**config.mk**
```make
export PLATFORM = sky130hd
export DESIGN_NAME = ext_irq_detect
export DESIGN_NICKNAME = d
export VERILOG_FILES = /design/src/rtl/irq_pkg.sv /design/src/rtl/irq_sync.sv /design/src/rtl/irq_filter.sv /design/src/rtl/irq_edge_det.sv /design/src/rtl/irq_flag_bank.sv /design/src/rtl/ext_irq_detect.sv
export SDC_FILE = /design/constraint.sdc
export NUM_CORES = 1
export LEC_CHECK = 0
export BUFFER_PORTS_ARGS = -buffer_cell sky130_fd_sc_hd__buf_4
export CORE_ASPECT_RATIO = 1.4
export CORE_MARGIN = 2
export CORE_UTILIZATION = 55
export DETAILED_ROUTE_END_ITERATION = 8
export GPL_TIMING_DRIVEN = 0
export PLACE_DENSITY = 0.79
export SLEW_MARGIN = 20
export SYNTH_ARGS = -nofsm -noshare
export SYNTH_HDL_FRONTEND = slang
export SYNTH_SLANG_ARGS = --single-unit
```
**constraint.sdc**
```tcl
create_clock -name clk -period 3 [get_ports clk]
set_clock_uncertainty 0.1 [all_clocks]
set_input_delay 0.15 -clock clk [delete_from_list [all_inputs] [get_ports clk]]
set_output_delay 0.15 -clock clk [all_outputs]
set_load 0.02 [all_outputs]
```
**src/rtl/irq_pkg.sv**
```systemverilog
package irq_pkg;
   typedef enum logic [1:0] {
      EDGE_RISE = 2'd0,
      EDGE_FALL = 2'd1,
      EDGE_BOTH = 2'd2,
      EDGE_PROG = 2'd3
   } edge_kind_e;

   localparam int SYNC_DEPTH = 2;

   localparam logic [1:0] SEL_MODE   = 2'd0;
   localparam logic [1:0] SEL_ENABLE = 2'd1;
   localparam logic [1:0] SEL_CLEAR  = 2'd2;

   localparam int FLG_INT0 = 0;
   localparam int FLG_INT1 = 1;
   localparam int FLG_INT2 = 2;
   localparam int FLG_INT4 = 3;
   localparam int FLG_KEY0 = 4;

   localparam int MODE_INT0_FALL = 0;
   localparam int MODE_INT1_FALL = 1;
   localparam int MODE_INT0_SLOW = 2;
   localparam int MODE_W         = 3;

   localparam int NUM_VEC = 3;
endpackage

```
**src/rtl/irq_sync.sv**
```systemverilog
module irq_sync #(
   parameter int STAGES = 2
) (
   input  logic clk,
   input  logic rst_n,
   input  logic d_i,
   output logic q_o
);
   if (STAGES < 2) begin : g_bad_stages
      $error("irq_sync needs at least two stages");
   end

   logic [STAGES-1:0] chain_q;

   always_ff @(posedge clk or negedge rst_n) begin
      if (!rst_n) chain_q <= '0;
      else        chain_q <= {chain_q[STAGES-2:0], d_i};
   end

   assign q_o = chain_q[STAGES-1];
endmodule

```
**src/rtl/irq_filter.sv**
```systemverilog
module irq_filter #(
   parameter int INSTR_DIV   = 4,
   parameter int SLOW_PERIOD = 128
) (
   input  logic clk,
   input  logic rst_n,
   input  logic lvl_i,
   input  logic slow_sel_i,
   output logic lvl_o
);
   localparam int FAST_PERIOD = 2 * INSTR_DIV;
   localparam int MAX_PERIOD  = (SLOW_PERIOD > FAST_PERIOD) ? SLOW_PERIOD : FAST_PERIOD;
   localparam int CW          = (MAX_PERIOD > 2) ? $clog2(MAX_PERIOD) : 1;
   localparam logic [CW-1:0] FAST_M1 = CW'(FAST_PERIOD - 1);
   localparam logic [CW-1:0] SLOW_M1 = CW'(SLOW_PERIOD - 1);

   if (INSTR_DIV < 1) begin : g_bad_div
      $error("INSTR_DIV must be at least 1");
   end

   logic [CW-1:0] cnt_q;
   logic [CW-1:0] limit;
   logic          tick;
   logic          samp_q;
   logic          filt_q;

   assign limit = slow_sel_i ? SLOW_M1 : FAST_M1;
   assign tick  = (cnt_q >= limit);

   always_ff @(posedge clk or negedge rst_n) begin
      if (!rst_n) begin
         cnt_q  <= '0;
         samp_q <= 1'b0;
         filt_q <= 1'b0;
      end else begin
         cnt_q <= tick ? '0 : cnt_q + 1'b1;
         if (tick) begin
            samp_q <= lvl_i;
            if (lvl_i == samp_q) filt_q <= lvl_i;
         end
      end
   end

   assign lvl_o = filt_q;
endmodule

```
**src/rtl/irq_edge_det.sv**
```systemverilog
module irq_edge_det import irq_pkg::*; #(
   parameter edge_kind_e KIND = EDGE_RISE
) (
   input  logic clk,
   input  logic rst_n,
   input  logic lvl_i,
   input  logic fall_sel_i,
   output logic edge_o
);
   logic prev_q;
   logic rise;
   logic fall;

   always_ff @(posedge clk or negedge rst_n) begin
      if (!rst_n) prev_q <= 1'b0;
      else        prev_q <= lvl_i;
   end

   assign rise = lvl_i & ~prev_q;
   assign fall = ~lvl_i & prev_q;

   case (KIND)
      EDGE_RISE: begin : g_rise
         wire unused_sel = fall_sel_i;
         assign edge_o = rise;
      end
      EDGE_FALL: begin : g_fall
         wire unused_sel = fall_sel_i;
         assign edge_o = fall;
      end
      EDGE_BOTH: begin : g_both
         wire unused_sel = fall_sel_i;
         assign edge_o = rise | fall;
      end
      default: begin : g_prog
         assign edge_o = fall_sel_i ? fall : rise;
      end
   endcase
endmodule

```
**src/rtl/irq_flag_bank.sv**
```systemverilog
module irq_flag_bank #(
   parameter int N = 7
) (
   input  logic         clk,
   input  logic         rst_n,
   input  logic [N-1:0] set_i,
   input  logic [N-1:0] clr_i,
   output logic [N-1:0] flag_o
);
   logic [N-1:0] flag_q;

   always_ff @(posedge clk or negedge rst_n) begin
      if (!rst_n) flag_q <= '0;
      else        flag_q <= (flag_q & ~clr_i) | set_i;
   end

   assign flag_o = flag_q;
endmodule

```
**src/rtl/ext_irq_detect.sv**
```systemverilog
module ext_irq_detect import irq_pkg::*; #(
   parameter int NUM_KEYS    = 3,
   parameter int REG_W       = 8,
   parameter int INSTR_DIV   = 4,
   parameter int SLOW_PERIOD = 128
) (
   input  logic                  clk,
   input  logic                  rst_n,
   input  logic                  int0_pin,
   input  logic                  int1_pin,
   input  logic                  int2_pin,
   input  logic                  int4_pin,
   input  logic [NUM_KEYS-1:0]   key_pin,
   input  logic                  wr_en,
   input  logic [1:0]            wr_sel,
   input  logic [REG_W-1:0]      wr_data,
   output logic [NUM_KEYS+3:0]   flag_o,
   output logic [NUM_VEC-1:0]    irq_vec_o
);
   localparam int NUM_FLAGS = FLG_KEY0 + NUM_KEYS;

   if (NUM_KEYS < 1) begin : g_bad_keys
      $error("NUM_KEYS must be at least 1");
   end
   if (NUM_FLAGS > REG_W) begin : g_bad_regw
      $error("REG_W too narrow for the flag vector");
   end
   if (SLOW_PERIOD < 2 * INSTR_DIV) begin : g_bad_slow
      $error("SLOW_PERIOD must not be shorter than the fast tick");
   end
   if (REG_W > NUM_FLAGS) begin : g_spare
      wire unused_hi = ^wr_data[REG_W-1:NUM_FLAGS];
   end

   logic [MODE_W-1:0]    mode_q;
   logic [NUM_VEC-1:0]   en_q;
   logic [NUM_FLAGS-1:0] set_vec;
   logic [NUM_FLAGS-1:0] clr_vec;
   logic [NUM_FLAGS-1:0] flags;

   always_ff @(posedge clk or negedge rst_n) begin
      if (!rst_n) begin
         mode_q <= '0;
         en_q   <= '0;
      end else if (wr_en) begin
         if (wr_sel == SEL_MODE)   mode_q <= wr_data[MODE_W-1:0];
         if (wr_sel == SEL_ENABLE) en_q   <= wr_data[NUM_VEC-1:0];
      end
   end

   assign clr_vec = (wr_en && wr_sel == SEL_CLEAR) ? wr_data[NUM_FLAGS-1:0] : '0;

   // main input: synchroniser, sampling filter, selectable edge
   logic int0_sync;
   logic int0_filt;

   irq_sync #(.STAGES(SYNC_DEPTH)) u_sync0 (
      .clk(clk), .rst_n(rst_n), .d_i(int0_pin), .q_o(int0_sync));

   irq_filter #(.INSTR_DIV(INSTR_DIV), .SLOW_PERIOD(SLOW_PERIOD)) u_filt0 (
      .clk(clk), .rst_n(rst_n), .lvl_i(int0_sync),
      .slow_sel_i(mode_q[MODE_INT0_SLOW]), .lvl_o(int0_filt));

   irq_edge_det #(.KIND(EDGE_PROG)) u_edge0 (
      .clk(clk), .rst_n(rst_n), .lvl_i(int0_filt),
      .fall_sel_i(mode_q[MODE_INT0_FALL]), .edge_o(set_vec[FLG_INT0]));

   // unfiltered inputs share one structure; the edge kind is the variant
   localparam int NUM_PLAIN = 3 + NUM_KEYS;
   logic [NUM_PLAIN-1:0] plain_pin;
   logic [NUM_PLAIN-1:0] plain_lvl;
   logic [NUM_PLAIN-1:0] plain_edge;

   assign plain_pin = {key_pin, int4_pin, int2_pin, int1_pin};
   assign set_vec[NUM_FLAGS-1:FLG_INT1] = plain_edge;

   for (genvar i = 0; i < NUM_PLAIN; i++) begin : g_plain
      localparam edge_kind_e KIND_I = (i == 0) ? EDGE_PROG :
                                      (i == 1) ? EDGE_RISE :
                                      (i == 2) ? EDGE_BOTH : EDGE_FALL;
      irq_sync #(.STAGES(SYNC_DEPTH)) u_sync (
         .clk(clk), .rst_n(rst_n), .d_i(plain_pin[i]), .q_o(plain_lvl[i]));
      irq_edge_det #(.KIND(KIND_I)) u_edge (
         .clk(clk), .rst_n(rst_n), .lvl_i(plain_lvl[i]),
         .fall_sel_i(mode_q[MODE_INT1_FALL]), .edge_o(plain_edge[i]));
   end

   irq_flag_bank #(.N(NUM_FLAGS)) u_flags (
      .clk(clk), .rst_n(rst_n), .set_i(set_vec), .clr_i(clr_vec), .flag_o(flags));

   assign flag_o    = flags;
   assign irq_vec_o = {flags[FLG_INT4], flags[FLG_INT1], flags[FLG_INT0]} & en_q;
endmodule

```
# Word level (Yosys, flattened, before mapping)
# Index checks and enable logic that the tools add are counted.
[classes]
n_lt_le_gt_ge = 1
addsub = 1
reduce_logical = 5
bitwise_logic = 25
muxes = 5
n_eq_ne = 3
[ops]
columns = ["operator", "count"]
rows = [
  ["two-way mux 7 bit", 3],
  ["bitwise AND 1 bit", 10],
  ["NOT 1 bit", 10],
  ["adder 7 x 1 -> 7 bit, second input constant", 1],
  ["bitwise AND 7 bit", 1],
  [">= comparator 7 bit", 1],
  ["NOT 7 bit", 1],
  ["bitwise OR 7 bit", 1],
  ["AND reduction 2 bit", 3],
  ["bitwise AND 3 bit", 1],
  ["equality test 2 x 1 -> 1 bit, second input constant", 1],
  ["equality test 2 bit, second input constant", 1],
  ["zero test 2 bit", 1],
  ["two-way mux 1 bit", 2],
  ["equality test 1 bit", 1],
  ["logical AND 1 bit", 1],
  ["bitwise OR 1 bit", 1],
]
[word_totals]
wordCells = 60
out_inout_bits = 10
reg_bits = 43

# Depth between registers and ports, before layout
# Gate-level depths: netlist (run 1).
[logic_depth]
depth_word = 6
ltp_mapped = 6
mapped_depth_nobuf = 6

# Hierarchy
# Synthesis (run 1) repeated with hierarchy kept, for this count alone.
[hier_totals]
cells_unflattened = 122
hier_area_um2 = 1694.1
[modules_own_cells]
columns = ["mod", "n_inst", "area_each_um2", "cells_per_inst"]
rows = [
  ["irq_filter", 1, 496.7, 44],
  ["irq_sync", 7, 50.0, 2],
  ["ext_irq_detect", 1, 309.0, 25],
  ["irq_flag_bank", 1, 254.0, 21],
  ["irq_edge_det (g_plain[1].u_edge ...)", 4, 38.8, 2],
  ["irq_edge_det (g_plain[0].u_edge ...)", 2, 47.5, 4],
  ["irq_edge_det (g_plain[2].u_edge)", 1, 33.8, 2],
]

# Worst setup path after synthesis (run 1)
# Ideal clock, no wire load.
[synth_path]
path_type = "reg2reg"
from = "reg mode_q[2]"
to = "reg u_filt0.filt_q, in the netlist u_filt0.lvl_o"
required_ns = 2.774
synth_period_minus_slack_ns = 1.718
stages_incl_launch_ff = 7
t_arrival_ns = 1.492
setup_slack_ns = 1.282
setup_time_ns = 0.126
cell_sequence = "dfrtp_1 inv_1 ha_1 nand2_1 o21a_1 o31ai_4 a311o_1"
[synth_between]
elab_chain_len = 3
[synth_rtl]
columns = ["element", "line", "source"]
rows = [
  ["start, declared", "ext_irq_detect.sv:35", "logic [MODE_W-1:0] mode_q;"],
  ["start signal, assigned", "ext_irq_detect.sv:46", "if (wr_sel == SEL_MODE) mode_q <= wr_data[MODE_W-1:0];"],
  ["two-way mux 7 bit", "irq_filter.sv:27", "assign limit = slow_sel_i ? SLOW_M1 : FAST_M1;"],
  [">= comparator 7 bit", "irq_filter.sv:28", "assign tick = (cnt_q >= limit);"],
  ["AND reduction 2 bit (no source line)", "n/a", ""],
  ["end signal, assigned", "irq_filter.sv:39", "if (lvl_i == samp_q) filt_q <= lvl_i;"],
  ["end, declared", "irq_filter.sv:25", "logic filt_q;"],
]
# No other way between the ends.
# A chain may end at the register's enable or synchronous reset.

# Worst setup path in the final report (run 1)
# Ends and elaborated chain as after synthesis.

==> results.toml, run 1 <==
[run_status]
status = "completed"

[placement]
hpwlAfterDp_mm = 1.82
io_buffers = 28
dp.cells = 189
gp_congestion = 0.692
dp_slack_ps = 1130

[sta]
min_period_ps = 1860
timing.hold.ws_ps = 4.44
finalHoldViolations = 0
post-route-period-util = 0.621
worstMarginPinSlew_ps = 535
drv_slew = 0
rsz0062_at_grt = "false"
max_slew_margin = 0.643
fin_ws_ps = 1140
setup_violations = 0
finalSetupTns_ps = 0
fmax_mhz = 536

[power_and_ir_drop]
clockPowerShare = 0.228
combPwrFrac = 0.265
power_density_mw_per_mm2 = 738
p_switching_mw = 0.454
peakVddDrop_mv = 0.495
power_leakage_nw = 0.948
seqPwrFrac = 0.507
internal_power_mw = 1.04
power.total_mw = 1.49
swShare = 0.304

[logic_synthesis]
synthTopCellsByArea = "dfrtp_1 (67%), nand2_1 (5.2%), ha_1 (3.9%)"
syn_area_per_cell_um2 = 12.9
yosys_warnings = 0
synth_area_leader_cell = "dfrtp_1"
synth-seq-cells = 43
ys_seq_area_frac = 0.675
syn-cell-area_mm2 = 0.00160
synthesis.nets = 149
synth_top_area_frac = 0.675
synth_cell_type_count = 25
netlist_instances = 124

[worst_setup_path]
cp-start-kind = "flop"
cp-startpoint = "mode_q[2]"
crit_end = "u_filt0.lvl_o"
reg2reg_slack_ps = 1140
r2r-start = "mode_q[2]"
path_cells = "inv_1 -> ha_1 -> nand2_1 -> o21a_1 -> o31ai_4 -> a311o_1"
crit_arrival_ps = 1940
ff2ff_path_depth = 6
required_ps = 3080
cp_max_fo = 9
slowest_delay_ps = 370
critPathSlowestCell = "a311o_1"
r2r-end = "u_filt0.lvl_o"
crit_type = "flop to flop"
end_kind = "flop"

[grt]
grt_max_degree = 44
track_usage = 0.184
grt-ovfl-total = 0
grt_pass1_wl_mm = 4.44
grt_pass1_vias = 1060
grt_antenna_before_repair = 0

[clock_tree]
clock_latency_ps = 290
htreeDepth = 2
cts_tree = "built"
post-cts-setup-buffer-count = 0
path_clk_slew_ps = 70
cts_root_buf = "clkbuf_8"
clock_path_buffers = 2
cts_made_buffers = 5
clock_sinks = 43

[floorplan]
die-width_um = 49.5
core_mm2 = 0.00282
ios = 30
num_rows = 23
dieArea_mm2 = 0.00335
initial_core_util = 0.566
die_height_um = 67.7

[routing]
vias = 1021
post-route-drc-count = 0
drtAntennaViolNets = 0
wl_mm = 2.52
vias_per_cell = 4.96
drt_first_pass_iters = 4
avgRoutedWirePerCell_um = 12.2
first_iter_violations = 19

[finish]
layout.nets = 193
multi_input_area_um2 = 493
drive_gt1_frac = 0.266
n_antenna_cell = 0
seqCellArea_mm2 = 0.00108
areaGrowthSynthToFinish_pct = 26.8
fill_cells = 214
stdcell_count = 206

[hold_path]
hold_class = "input port to flop"

[job]
cap_violations = 0
## power groups by stage
stage	combinational (mW)	clock, mW	sequential, mW
floorplan	0.265	0	0.768
global placement	0.376	0	0.761
detailed placement	0.395	0	0.769
CTS	0.404	0.347	0.758
global route	0.459	0.374	0.771
finish	0.396	0.340	0.756
## layout make-up
cell class | count | share of cell area
Multi-Input combinational cell | 74 | 0.244
Buffer | 1 | 0.00186
Tap cell | 37 | 0.0229
Timing Repair Buffer | 37 | 0.148
Clock buffer | 7 | 0.0377
Sequential cell | 43 | 0.532
Clock inverter | 1 | 0.00247
Inverter | 6 | 0.0111
## worst min path at each step
stage | slack, ps | depth (start not counted) | to | from
after floorplan | -250 | 0 | en_q[0] | rst_n
after global placement | 50 | 1 | u_flags.flag_o[5] | rst_n
after detailed placement | 60 | 1 | g_plain[4].u_edge.prev_q | rst_n
after CTS | 4 | 2 | mode_q[1] | wr_data[1]
after global routing | 5 | 2 | mode_q[0] | wr_data[0]
final | 4 | 2 | mode_q[1] | wr_data[1]
## repair_timing
item,CTS,global route
resized for setup,0,0
hold buffers,9,0
setup endpoints to repair,0,0
endpoints found under the hold margin,51,0
## sequential cells by signal, summed over array words and instances, names as in the netlist
register	count
u_flags.flag_o	7
u_filt0.lvl_o	1
en_q	3
u_filt0.cnt_q	7
u_filt0.samp_q	1
u_edge0.prev_q	1
g_plain.u_sync.chain_q	12
g_plain.u_edge.prev_q	6
u_sync0.chain_q	2
mode_q	3
## critical path: cells and delay by family (launching register included)
kind            cells  cell delay, ps
flops               1             360
fa+ha+maj           1             270
simple gates        1             160
buf+inv             1             130
compound gates      3             720
## cells in the mapped netlist
| library cell | instances |
|---|---|
| xnor2_1 | 4 |
| o311a_2 | 1 |
| inv_1 | 6 |
| dfrtp_1 | 43 |
| nor3b_1 | 1 |
| a21oi_2 | 1 |
| o21ai_0 | 5 |
| mux2_4 | 1 |
| xor2_1 | 2 |
| clkbuf_1 | 1 |
| a311o_1 | 1 |
| and2_1 | 3 |
| and3b_1 | 1 |
| a21oi_1 | 2 |
| o31ai_4 | 1 |
| nand2_1 | 22 |
| nand3_2 | 1 |
| o211ai_1 | 2 |
| nand3_1 | 2 |
| mux2_2 | 5 |
| o21a_1 | 2 |
| ha_1 | 5 |
| nand3b_1 | 1 |
| nor2_1 | 10 |
| and3_2 | 1 |
## metal layers
metal	part of all wire	GRT usage	wire length, um
met1	0.39	0.187	972
met2	0.54	0.333	1350
met3	0.054	0.0619	135
met4	0.022	0.104	55
met5	0	0	0
## cell families (layout without fill, tap and decap cells)
group	count (synthesis)	in the layout	synth area share
XOR/XNOR	6	6	0.0329
multiplexers	6	6	0.0447
AND/OR/NAND/NOR	42	42	0.119
AO/OA/AOI/OAI	15	15	0.0729
adder cells (fa/ha/maj)	5	5	0.0392
flip-flops	43	43	0.675
buffers and inverters	7	52	0.0165
## metrics by stage
step / utilization / area [um2]
6_report: 0.717 / 2020
5_1_grt: 0.717 / 2020
4_1_cts: 0.717 / 2020
3_5_place_dp: 0.657 / 1850
3_3_place_gp: 0.657 / 1850
2_1_floorplan: - / 1600
## cell usage in the layout (no fill, tap or decap), drive strengths merged, types with 4 or more instances in the layout
master	netlist	final
dfrtp	43	43
buf	0	28
nand2	22	22
nor2	10	10
dlygate4sd3	0	9
clkbuf	1	8
inv	6	6
mux2	6	6
o21ai	5	5
ha	5	5
xnor2	4	4
(Power assumes the default switching activity.)
==> run 2, diff against run 1 <==
- CORE_UTILIZATION: 55 -> 53
- PLACE_DENSITY: 0.79 -> 0.77
- clock period: 3 -> 1.87 ns (I/O delays scaled with it)
==> run 2 against run 1 <==
Against the previous run:
- setup slack got worse by 1100 ps
- register-to-register slack lost 1100 ps
- final cell count is 3.4% higher
- highest routed layer unchanged
- final area increased by 4.0%
- via count increased by 1.8%
- critical path depth unchanged
- clock-buffer cell count is 1 lower
- largest cell class unchanged
- sequential share of layout area fell by 2.1 points
- critical endpoint unchanged
==> results.toml, run 2 (synthesized netlist as in run 1, its figures left out) <==
[run_status]
status = "completed"

[finish]
final_cell_mix = "dfrtp_1 (43), buf_4 (30), nand2_1 (22)"
regMostFlops = "g_plain.u_sync.chain_q"
multi_input_area_um2 = 493
drive_gt1_frac = 0.278
fill_cells = 211
largest_reg_flops = 12
layout.nets = 201
seqCellArea_mm2 = 0.00108
fin_area_mm2 = 0.00210
areaGrowthSynthToFinish_pct = 31.9
n_antenna_cell = 0
layout.cells.most_common = "dfrtp_1"

[floorplan]
core_mm2 = 0.00288
initial_core_util = 0.554
die_height_um = 68.9
ios = 30
dieArea_mm2 = 0.00347
die-width_um = 50.4
num_rows = 23

[routing]
avgRoutedWirePerCell_um = 12.0
vias = 1039
wl_mm = 2.55
post-route-drc-count = 0
vias_per_cell = 4.88
drt_first_pass_iters = 4
drtAntennaViolNets = 0
first_iter_violations = 20

[clock_tree]
clock_latency_ps = 290
cts_tree = "built"
path_clk_slew_ps = 70
cts_made_buffers = 5
cts_root_buf = "clkbuf_8"
clock_sinks = 43
htreeDepth = 2
clock_path_buffers = 2

[job]
cap_violations = 0

[grt]
track_usage = 0.170
grt_pass1_vias = 1059
grt-ovfl-total = 0
grt_max_degree = 44
grt_pass1_wl_mm = 4.22
grt_antenna_before_repair = 0

[sta]
setup_violations = 0
finalSetupTns_ps = 0
fmax_mhz = 560
finalHoldViolations = 0
min_period_ps = 1790
worstMarginPinSlew_ps = 546
rsz0062_at_grt = "false"
drv_slew = 0
post-route-period-util = 0.955
timing.hold.ws_ps = 66.2
max_slew_margin = 0.635

[power_and_ir_drop]
power_density_mw_per_mm2 = 1170
peakVddDrop_mv = 0.799
power_leakage_nw = 0.987

[worst_setup_path]
cp_max_fo = 3
required_ps = 1940
cp-start-kind = "flop"
crit_type = "flop to flop"
crit_arrival_ps = 1850
end_kind = "flop"

[placement]
placed_area_mm2 = 0.00185
io_buffers = 28
hpwlAfterDp_mm = 1.70
gp_congestion = 0.705

[hold_path]
hold_class = "input port to flop"
-- run 2: changes by cell type in the layout (fill, tap and decap cells not counted), sizes merged --
| cell | change |
|---|---|
| dlygate4sd3 | +6 |
| buf | +2 |
| clkbuf | -1 |
-- run 2: layer usage --
metal	wire, um	global-route usage
met4	38	0.0912
met2	1380	0.322
met1	1020	0.163
met3	112	0.0517
met5	0	0
-- run 2: where the power goes --
part           internal [mW]  switching (mW)  total (mW)  leakage, nW
sequential              1.09           0.128        1.22        0.494
clock                  0.289           0.279       0.568       0.0470
combinational          0.348           0.326       0.675        0.446
-- run 2: final timing paths --
path | cells after the start | slack (ps) | startpoint | end
hold reg to reg | 0 | 250 | g_plain[3].u_sync.chain_q[0] | g_plain[3].u_sync.chain_q[1]
max in group asynchronous | 2 | 1080 | rst_n | u_sync0.chain_q[1]
setup reg to reg | 6 | 80 | u_filt0.cnt_q[6] | u_filt0.lvl_o
min in group asynchronous | 2 | 230 | rst_n | g_plain[4].u_edge.prev_q
setup / recovery | 6 | 80 | u_filt0.cnt_q[6] | u_filt0.lvl_o
hold / removal | 4 | 70 | wr_sel[0] | mode_q[2]
-- run 2: area by class of cell --
class | instances | share of cell area
clock buffers | 6 | 0.0392
clock inverters | 1 | 0.00238
plain buffers | 1 | 0.00178
inverters | 6 | 0.0107
flip-flops and latches | 43 | 0.511
multi-input cells | 74 | 0.234
well taps | 37 | 0.0220
repair buffers | 45 | 0.178
-- run 2: worst max-delay path: stages, from the launching register on --
cell	delay (ps)
dfrtp_1	400
ha_1	300
nand2_1	120
o21a_1	230
buf_4	140
o311a_2	120
a311o_1	260
-- run 2: metrics by stage --
step,std cells,power (mW),util,setup slack [ps]
global placement,189,1.82,0.643,60.8
floorplan,124,1.66,-,152
finish,213,2.46,0.731,84.8
CTS,211,2.46,0.726,12.6
global route,213,2.62,0.731,20.6
detailed placement,189,1.86,0.643,29.8
-- run 2: timing repair --
item,in CTS,in global routing
buffers inserted,0,2
resized for setup,0,1
hold endpoints to repair,61,0
hold buffers,15,0
setup endpoints to repair,0,2
==> run 3, diff against run 2 <==
--- a/config.mk
+++ b/config.mk
@@ -10,6 +10,6 @@
 export CORE_MARGIN = 2
-export CORE_UTILIZATION = 53
+export CORE_UTILIZATION = 55
 export DETAILED_ROUTE_END_ITERATION = 8
 export GPL_TIMING_DRIVEN = 0
-export PLACE_DENSITY = 0.77
+export PLACE_DENSITY = 0.79
 export SLEW_MARGIN = 20
==> constraint.sdc (replaced) <==
create_clock -name clk -period 2.1 [get_ports clk]
set_clock_uncertainty 0.1 [all_clocks]
set_input_delay 0.105 -clock clk [delete_from_list [all_inputs] [get_ports clk]]
set_output_delay 0.105 -clock clk [all_outputs]
set_load 0.01 [all_outputs]
==> run 3 against run 2 <==
Against the previous run:
- critical path depth stayed put
- global-route usage is 2.8 points higher
- final cell count is 0.94% lower
- via count is 0.19% higher
- sequential cell count stayed put
- first-iteration DRC count is 95% lower
- critical path type unchanged
- routed wire length is 5.0% higher
- die area is 3.4% lower
- register-to-register slack better by 150 ps
- worst hold slack worse by 57 ps
- final area is 1.5% lower
- non-clock buffer count is 3 lower
==> results.toml, run 3 (synthesized netlist as in run 1, its figures left out) <==
[floorplan]
core_mm2 = 0.00282
num_rows = 23
ios = 30
die-width_um = 49.5
dieArea_mm2 = 0.00335
die_height_um = 67.7
initial_core_util = 0.566

[sta]
rsz0062_at_grt = "false"
max_slew_margin = 0.644
drv_slew = 0
post-route-period-util = 0.887
worstMarginPinSlew_ps = 533
finalHoldViolations = 0
setup_violations = 0
finalSetupTns_ps = 0
min_period_ps = 1860
fmax_mhz = 537

[routing]
drt_first_pass_iters = 4
avgRoutedWirePerCell_um = 12.7
wl_mm = 2.68
drtAntennaViolNets = 0
vias_per_cell = 4.93
post-route-drc-count = 0
first_iter_violations = 1
vias = 1041

[clock_tree]
clock_latency_ps = 290
cts_resized = 0
htreeDepth = 2
cts_tree = "built"
cts_made_buffers = 5
clock_path_buffers = 2
path_clk_slew_ps = 70
clock_sinks = 43
cts_root_buf = "clkbuf_8"
post-cts-setup-buffer-count = 0

[run_status]
status = "completed"

[finish]
layout.nets = 198
final_cell_mix = "dfrtp_1 (43), buf_4 (28), nand2_1 (22)"
drive_gt1_frac = 0.259
regMostFlops = "g_plain.u_sync.chain_q"
n_antenna_cell = 0
areaGrowthSynthToFinish_pct = 30.0
largest_reg_flops = 12
layout.cells.most_common = "dfrtp_1"

[worst_setup_path]
path_cells = "inv_1 -> ha_1 -> nand2_1 -> o21a_1 -> o31ai_4 -> a311o_1"
cp_max_fo = 9
crit_type = "flop to flop"
required_ps = 2180
critPathSlowestCell = "a311o_1"
crit_arrival_ps = 1940
end_kind = "flop"
slowest_delay_ps = 370
cp-start-kind = "flop"

[power_and_ir_drop]
power_density_mw_per_mm2 = 1020
power_leakage_nw = 0.969
power.total_mw = 2.12
peakVddDrop_mv = 0.708

[job]
cap_violations = 0

[hold_path]
hold_class = "input port to flop"

[grt]
grt_antenna_before_repair = 0
track_usage = 0.197
grt_pass1_wl_mm = 4.75
grt_max_degree = 44
grt-ovfl-total = 0
grt_pass1_vias = 1120

[placement]
gp_congestion = 0.692
hpwlAfterDp_mm = 1.82
io_buffers = 28
## run 3: cell types whose count changed in the layout (fill, tap and decap cells not counted), sizes merged
cell | previous run | this run
buf | 30 | 28
clkbuf | 7 | 8
dlygate4sd3 | 15 | 14
## run 3: final cells by class
type | count | area, um2
plain buffers | 1 | 3.75
clock buffers | 7 | 76.3
clock inverters | 1 | 5.00
fillers | 199 | 747
inverters | 6 | 22.5
multi-input cells | 74 | 493
flip-flops and latches | 43 | 1080
well taps | 37 | 46.3
repair buffers | 42 | 350
## run 3: routing by layer
layer / global-route usage / vias up / share of wire
met5: 0 / - / 0
met1: 0.200 / 505 / 0.39
li1: - / 506 / -
met4: 0.104 / 0 / 0.021
met3: 0.0619 / 4 / 0.045
met2: 0.363 / 26 / 0.55
## run 3: power breakdown
group / leakage, nW / internal (mW) / switching, mW
clock: 0.0422 / 0.233 / 0.252
sequential: 0.494 / 0.970 / 0.112
combinational: 0.433 / 0.286 / 0.263
total: 0.969 / 1.49 / 0.628
## run 3: final timing paths
path                                              start                            to  slack [ps]  cells past startpoint
min                                          wr_data[4]             u_flags.flag_o[4]           9                      4
max in group asynchronous                         rst_n              u_filt0.cnt_q[3]        1330                      2
min in group asynchronous                         rst_n  g_plain[4].u_sync.chain_q[1]         230                      2
min reg2reg                g_plain[1].u_sync.chain_q[0]  g_plain[1].u_sync.chain_q[1]         250                      0
max reg2reg                                   mode_q[2]                 u_filt0.lvl_o         240                      6
max                                           mode_q[2]                 u_filt0.lvl_o         240                      6
## run 3: through the flow
step	setup slack, ps	instances	utilization	hold slack [ps]	area, um2
2_1_floorplan	382	124	-	-291	1600
3_3_place_gp	295	189	0.657	4.29	1850
3_5_place_dp	235	189	0.657	14.9	1850
4_1_cts	220	211	0.735	16.8	2070
5_1_grt	110	211	0.735	43.2	2070
6_report	237	211	0.735	9.04	2070
## run 3: what timing repair did
| item | CTS | global route |
|---|---|---|
| setup endpoints to repair | 0 | 0 |
| hold buffers | 14 | 0 |
| hold endpoints to repair | 59 | 0 |
## run 3: worst max-delay path: cells and delay by family (launching register included)
kind                       cells  cell delay (ps)
and+or+nand+nor                1              160
DFF                            1              360
adders and majority gates      1              270
AOI/OAI and AO/OA              3              720
buffers and inverters          1              130
